$ cat src/rtl/oag_pkg.sv
package oag_pkg;
  typedef enum logic [2:0] {
    MODE_OFF      = 3'd0,
    MODE_DIRECT   = 3'd1,
    MODE_REGDIR   = 3'd2,
    MODE_INDIRECT = 3'd3,
    MODE_INDEXED  = 3'd4
  } opMode_e;

  typedef enum logic [2:0] {
    SRC_NONE,
    SRC_SEG,
    SRC_REGNUM,
    SRC_PTR,
    SRC_IDX
  } addrSrc_e;

  typedef struct packed {
    logic     load;
    logic     wrEn;
    addrSrc_e src;
  } ctlStrobe_t;
endpackage

$ cat src/rtl/oag_ctrl.sv
module oag_ctrl
  import oag_pkg::*;
(
  input  logic       clk,
  input  logic       rstN,
  input  logic       start,
  input  logic [2:0] mode,
  output ctlStrobe_t strb,
  output logic       done
);
  always_comb begin
    strb = '{load: start, wrEn: 1'b0, src: SRC_NONE};
    if (start) begin
      case (mode)
        MODE_DIRECT:   strb.src = SRC_SEG;
        MODE_REGDIR:   begin strb.src = SRC_REGNUM; strb.wrEn = 1'b1; end
        MODE_INDIRECT: begin strb.src = SRC_PTR;    strb.wrEn = 1'b1; end
        MODE_INDEXED:  strb.src = SRC_IDX;
        default:       strb.src = SRC_NONE;
      endcase
    end
  end

  always_ff @(posedge clk) begin
    if (!rstN) done <= 1'b0;
    else       done <= start;
  end

  // done only follows a request and never lasts without one
  assert_done_follows_start_R2: assert property (@(posedge clk) disable iff (!rstN)
    done |-> $past(start));
  assert_start_gives_done_R2: assert property (@(posedge clk) disable iff (!rstN)
    start |=> done);
endmodule

$ cat src/rtl/oag_dp.sv
module oag_dp
  import oag_pkg::*;
#(
  parameter int          FIELD_W    = 12,
  parameter int          ADDR_W     = 16,
  parameter int          BANK_W     = 5,
  parameter int          NREG       = 32,
  parameter int          NIDX       = 8,
  parameter int          INDEX_BASE = 24,
  parameter int          INC_W      = 6,
  parameter int          MAX_INC    = 32,
  parameter int          OFS_W      = 7,
  parameter logic [15:0] RST_STRIDE = 16'h0843
) (
  input  logic               clk,
  input  logic               rstN,
  input  ctlStrobe_t         strb,
  input  logic [FIELD_W-1:0] field,
  input  logic [BANK_W-1:0]  segBank,
  output logic [ADDR_W-1:0]  effAddr,
  output logic               isReg,
  output logic               inactive
);
  localparam int WORD_W = ADDR_W - BANK_W;
  localparam int SEL_W  = $clog2(NREG);
  localparam int IDX_W  = $clog2(NIDX);

  logic [ADDR_W-1:0] regs [NREG];
  logic [NREG*ADDR_W-1:0] regsFlat;

  logic [SEL_W-1:0]  ptrSel;
  logic [INC_W-1:0]  incCode;
  logic [ADDR_W-1:0] incAmt;
  logic [IDX_W-1:0]  idxSel;
  logic [SEL_W-1:0]  idxReg;
  logic [OFS_W-1:0]  offset;
  logic [ADDR_W-1:0] ptrVal;
  logic [ADDR_W-1:0] nextAddr;

  assign ptrSel  = field[SEL_W-1:0];
  assign incCode = field[SEL_W +: INC_W];
  assign incAmt  = (int'(incCode) > MAX_INC) ? ADDR_W'(MAX_INC) : ADDR_W'(incCode);
  assign idxSel  = field[OFS_W +: IDX_W];
  assign idxReg  = SEL_W'(INDEX_BASE) + SEL_W'(idxSel);
  assign offset  = field[OFS_W-1:0];
  assign ptrVal  = regs[ptrSel];

  always_comb begin
    case (strb.src)
      SRC_SEG:    nextAddr = {segBank, field[WORD_W-1:0]};
      SRC_REGNUM: nextAddr = ADDR_W'(ptrSel);
      SRC_PTR:    nextAddr = ptrVal;
      SRC_IDX:    nextAddr = regs[idxReg] + ADDR_W'(offset);
      default:    nextAddr = '0;
    endcase
  end

  for (genvar g = 0; g < NREG; g++) begin : gReg
    always_ff @(posedge clk) begin
      if (!rstN)
        regs[g] <= ADDR_W'(g * int'(RST_STRIDE));
      else if (strb.load && strb.wrEn && ptrSel == SEL_W'(g))
        regs[g] <= regs[g] + incAmt;
    end
    assign regsFlat[g*ADDR_W +: ADDR_W] = regs[g];
  end

  always_ff @(posedge clk) begin
    if (!rstN) begin
      effAddr  <= '0;
      isReg    <= 1'b0;
      inactive <= 1'b0;
    end else if (strb.load) begin
      effAddr  <= nextAddr;
      isReg    <= (strb.src == SRC_REGNUM);
      inactive <= (strb.src == SRC_NONE);
    end
  end

  // requests without a post-increment leave every register alone
  assert_no_write_without_inc_R7: assert property (@(posedge clk) disable iff (!rstN)
    (strb.load && !strb.wrEn) |=> $stable(regsFlat));
  // the selected register advances by the clamped amount, modulo 2^16
  assert_post_inc_R4: assert property (@(posedge clk) disable iff (!rstN)
    (strb.load && strb.wrEn) |=> regs[$past(ptrSel)] == $past(ptrVal) + $past(incAmt));
  // the applied increment never exceeds the limit
  assert_inc_limit_R5: assert property (@(posedge clk) disable iff (!rstN)
    int'(incAmt) <= MAX_INC);
  // direct results carry the segment bank in the upper bits
  assert_direct_bank_R3: assert property (@(posedge clk) disable iff (!rstN)
    (strb.load && strb.src == SRC_SEG) |=> effAddr[ADDR_W-1:WORD_W] == $past(segBank));
  // an inactive result is never a register and carries a zero address
  assert_inactive_clean_R9: assert property (@(posedge clk) disable iff (!rstN)
    inactive |-> (!isReg && effAddr == '0));
endmodule

$ cat src/rtl/opnd_addr_gen.sv
module opnd_addr_gen
  import oag_pkg::*;
#(
  parameter int          FIELD_W    = 12,
  parameter int          ADDR_W     = 16,
  parameter int          BANK_W     = 5,
  parameter int          NREG       = 32,
  parameter int          NIDX       = 8,
  parameter int          INDEX_BASE = 24,
  parameter int          MAX_INC    = 32,
  parameter logic [15:0] RST_STRIDE = 16'h0843
) (
  input  logic               clk,
  input  logic               rstN,
  input  logic               start,
  input  logic [2:0]         mode,
  input  logic [FIELD_W-1:0] field,
  input  logic [BANK_W-1:0]  segBank,
  output logic [ADDR_W-1:0]  effAddr,
  output logic               isReg,
  output logic               inactive,
  output logic               done
);
  ctlStrobe_t strb;

  oag_ctrl u_ctrl (
    .clk   (clk),
    .rstN  (rstN),
    .start (start),
    .mode  (mode),
    .strb  (strb),
    .done  (done)
  );

  oag_dp #(
    .FIELD_W    (FIELD_W),
    .ADDR_W     (ADDR_W),
    .BANK_W     (BANK_W),
    .NREG       (NREG),
    .NIDX       (NIDX),
    .INDEX_BASE (INDEX_BASE),
    .MAX_INC    (MAX_INC),
    .RST_STRIDE (RST_STRIDE)
  ) u_dp (
    .clk      (clk),
    .rstN     (rstN),
    .strb     (strb),
    .field    (field),
    .segBank  (segBank),
    .effAddr  (effAddr),
    .isReg    (isReg),
    .inactive (inactive)
  );
endmodule

$ cat config.mk
export PLATFORM = sky130hd
export DESIGN_NAME = opnd_addr_gen
export DESIGN_NICKNAME = d
export VERILOG_FILES = /design/src/rtl/oag_pkg.sv /design/src/rtl/oag_ctrl.sv /design/src/rtl/oag_dp.sv /design/src/rtl/opnd_addr_gen.sv
export SDC_FILE = /design/constraint.sdc
export NUM_CORES = 2
export LEC_CHECK = 0
export ABC_AREA = 0
export BUFFER_PORTS_ARGS = -buffer_cell sky130_fd_sc_hd__clkbuf_2
export CAP_MARGIN = 20
export CORE_MARGIN = 5
export CORE_UTILIZATION = 55
export CTS_CLUSTER_DIAMETER = 60
export CTS_CLUSTER_SIZE = 10
export DETAILED_ROUTE_END_ITERATION = 8
export PLACE_DENSITY_LB_ADDON = 0.25
export SLEW_MARGIN = 20
export SYNTH_ARGS = -nofsm -noshare
export SYNTH_HDL_FRONTEND = slang
export SYNTH_SLANG_ARGS = --single-unit
$ cat constraint.sdc
create_clock -name clk -period 6.7 [get_ports clk]
set_clock_uncertainty 0.2 [all_clocks]
set_input_delay 1.34 -clock clk [delete_from_list [all_inputs] [get_ports clk]]
set_output_delay 1.34 -clock clk [all_outputs]
set_load 0.01 [all_outputs]
==> impl_metrics.csv <==
group,metric,value,unit
worst_setup_path,crit_path_end_kind,"register",
finish,drive_gt1_share,11.2,%
yosys,synth_mux_area_share,11.9,%
global_routing,gr-usage-all-layers,28.7,%
yosys,synthCells,3390,
worst_setup_path,critPathKind,"in -> reg",
detailed_routing,vias,28600,
worst_setup_path,worstPathMaxFanout,17,
floorplan,core-area,66000,um2
yosys,synth_edf_count,512,
floorplan,start_util,55.7,%
min_path,hold_path_class,"reg -> reg",
yosys,synth-seq-cells,531,
clock_network,clkSinkCount,531,
timing,rsz0062_at_grt,"false",
placement,finalWeightedCongestion,0.979,
worst_setup_path,cp.arrival,4.92,ns
finish,fill_cells,5179,
timing,finalHoldViolCount,0,
yosys,synth-main-ff-cell,"edfxtp_1",
finish,areaGrowthSynthToFinish,8.66,%
yosys,synth_fp_nets,3645,
floorplan,die_w,269,um
yosys,synth_top_family_by_area,"simple AND/OR/NAND/NOR gates",
clock_network,cts_buffers,66,
timing,whs,0.375,ns
clock_network,clkSlewWorstSetupHoldPaths,0.06,ns
timing,fin_tns_setup,0,ns
floorplan,std_cell_rows,94,
run,max-cap-violations,0,
yosys,synth_xor_area_share,8.43,%
timing,finalCritPeriodShare,71.5,%
clock_network,cts-root-buf,"clkbuf_16",
yosys,synth_area_per_cell,10.8,um2
yosys,yosysWarnings,0,
detailed_routing,drc,0,
yosys,synth.distinct_cells,70,
yosys,synth-compound-area-share,9.88,%
timing,max-slew-margin-rel,20.3,%
detailed_routing,routed_wirelength,105000,um
global_routing,grt_pass1_vias,28000,
worst_setup_path,crit_slowest_cell,"nor2b_4",
yosys,synthAdderAreaFrac,8.57,%
clock_network,cts.path.max_buffers,3,
finish,mostFrequentLayoutCells,"edfxtp_1, nand2_1, nor2_1, ha_1, xnor2_1",
global_routing,antenna_found_initial,3,
clock_network,ctsHoldBuffers,0,
timing,tightest_slew,1.19,ns
finish,final_common_cell,"edfxtp_1",
clock_network,tritoncts,"yes",
floorplan,die-area,72100,um2
clock_network,postCtsSetupRepairBufs,0,
yosys,yosys.area_share.simple,15.2,%
clock_network,h-tree-depth,3,
detailed_routing,post_drt_wl_per_cell,24.0,um
worst_setup_path,cp_slowest_stage_delay,0.70,ns
finish,final_util,60.5,%
timing,layout_min_cycle_time,4.79,ns
power_and_ir_drop,leakagePower,13.8,nW
yosys,ys_top_cells_by_area,"edfxtp_1, mux4_2, ha_1",
global_routing,grt_first_pass_wirelength,160000,um
global_routing,grt_remaining_overflow,0,
floorplan,die_h,269,um
timing,slew_violations,0,
clock_network,ctsResizeCount,0,
yosys,syn_area,36800,um2
yosys,seq_area_frac_synth,42.9,%
timing,max_freq,209,MHz
worst_setup_path,required,6.83,ns
floorplan,io_pins,42,
placement,post-dp-hpwl,79800,um
finish,layout.nets,3723,
global_routing,grt_start_max_net_pins,65,
run_status,outcome,"finished, final reports clean",
power_and_ir_drop,ir_drop,0.152,mV
detailed_routing,drtIter0Drc,3455,
timing,finalSetupViolations,0,
worst_setup_path,cp_common_cell,"o21ai_0",
detailed_routing,vias_per_cell,6.56,
yosys,synth_top_area_share,41.8,%
detailed_routing,ant_nets,0,
power_and_ir_drop,cellPowerDensity,207,nW/um2
yosys,netlist.top_cell.by_area,"edfxtp_1",
detailed_routing,firstDrtPassIters,8,
placement,io_buffer_count,40,
worst_setup_path,path_cells,"clkbuf_2 > nor2b_4 > buf_4 > ha_1 > nor2b_1 > o21ai_0 > a21oi_1 > o21ai_0 > a21boi_0 > xnor2_1 > nor2_1",
worst_setup_path,cp-start-kind,"input port",
clock_network,clock_latency,0.62,ns
yosys,synth-async-reset-ratio,0,%
[Yosys cell counts (36+ instances only)]
library cell,number
nand4_1,37
nor2_1,343
ha_1,199
xor2_1,163
and3_1,80
mux4_2,182
a21oi_1,168
edfxtp_1,512
clkbuf_1,37
nor2b_1,59
inv_1,163
o21ai_0,180
or3_1,51
nand2_1,398
nand3_1,98
xnor2_1,191
nor3_1,71
a211oi_1,36
a21o_1,63
[per-layer routing]
layer	vias to the layer above	wire [um]	GRT usage, %
met5	-	0	0
met4	0	3460	9.54
met3	200	11500	6.73
met2	1524	49300	46.9
met1	14200	40400	38.3
li1	12700	-	-
[final cells by class]
class / count / area, um2 / share of cell area [%]
multi-input combinational: 2602 / 19900 / 49.8
sequential: 531 / 15800 / 39.4
clock buffer: 88 / 1830 / 4.58
tap: 864 / 1080 / 2.71
timing repair buffer: 104 / 708 / 1.77
inverter: 163 / 612 / 1.53
clock inverter: 10 / 62.6 / 0.157
antenna: 3 / 7.51 / 0.0188
[kinds of logic after synthesis]
kind of cell    count (synthesis)
compound gates                595
xor+xnor                      354
fa+ha+maj                     232
buf+inv                       257
flops                         531
mux                           208
simple gates                 1213
[sequential cells by signal, indices dropped and copies added (netlist names)]
register	flops
u_dp.inactive	1
u_dp.regs	512
u_dp.isReg	1
u_dp.effAddr	16
u_ctrl.done	1
[critical path, delay by kind of cell]
| kind | cells | cell delay, ns |
|---|---|---|
| adders and majority gates | 1 | 0.32 |
| and+or+nand+nor | 3 | 0.91 |
| xor gates and xnor gates | 1 | 0.20 |
| AOI/OAI and AO/OA | 4 | 1.18 |
| buffers and inverters | 2 | 0.90 |
[power breakdown]
group	leakage (nW)	switching (mW)	internal [mW]
logic	8.32	0.699	0.465
clock network	0.925	1.41	1.90
registers	4.60	0.0845	3.70
total	13.8	2.19	6.06
[metrics by stage]
stage	instance area (um2)	total power [mW]	worst slack (ns)	std cells
floorplan	36800	4.64	1.23	3390
global placement	38000	4.93	1.49	4264
CTS	39900	8.26	2.02	4362
global route	39900	8.54	1.73	4362
finish	39900	8.25	1.91	4365
detailed placement	38000	4.98	1.39	4264
[path summary, 6_finish.rpt]
check / end / start / cells past startpoint / slack (ns)
setup / recovery: u_dp.regs[13][12] / field[7] / 11 / 1.91
hold / removal: u_dp.inactive / u_dp.inactive / 2 / 0.38
hold reg to reg: u_dp.inactive / u_dp.inactive / 2 / 0.38
setup reg to reg: u_dp.effAddr[12] / u_dp.regs[30][0] / 11 / 2.96
(Power assumes the default switching activity.)
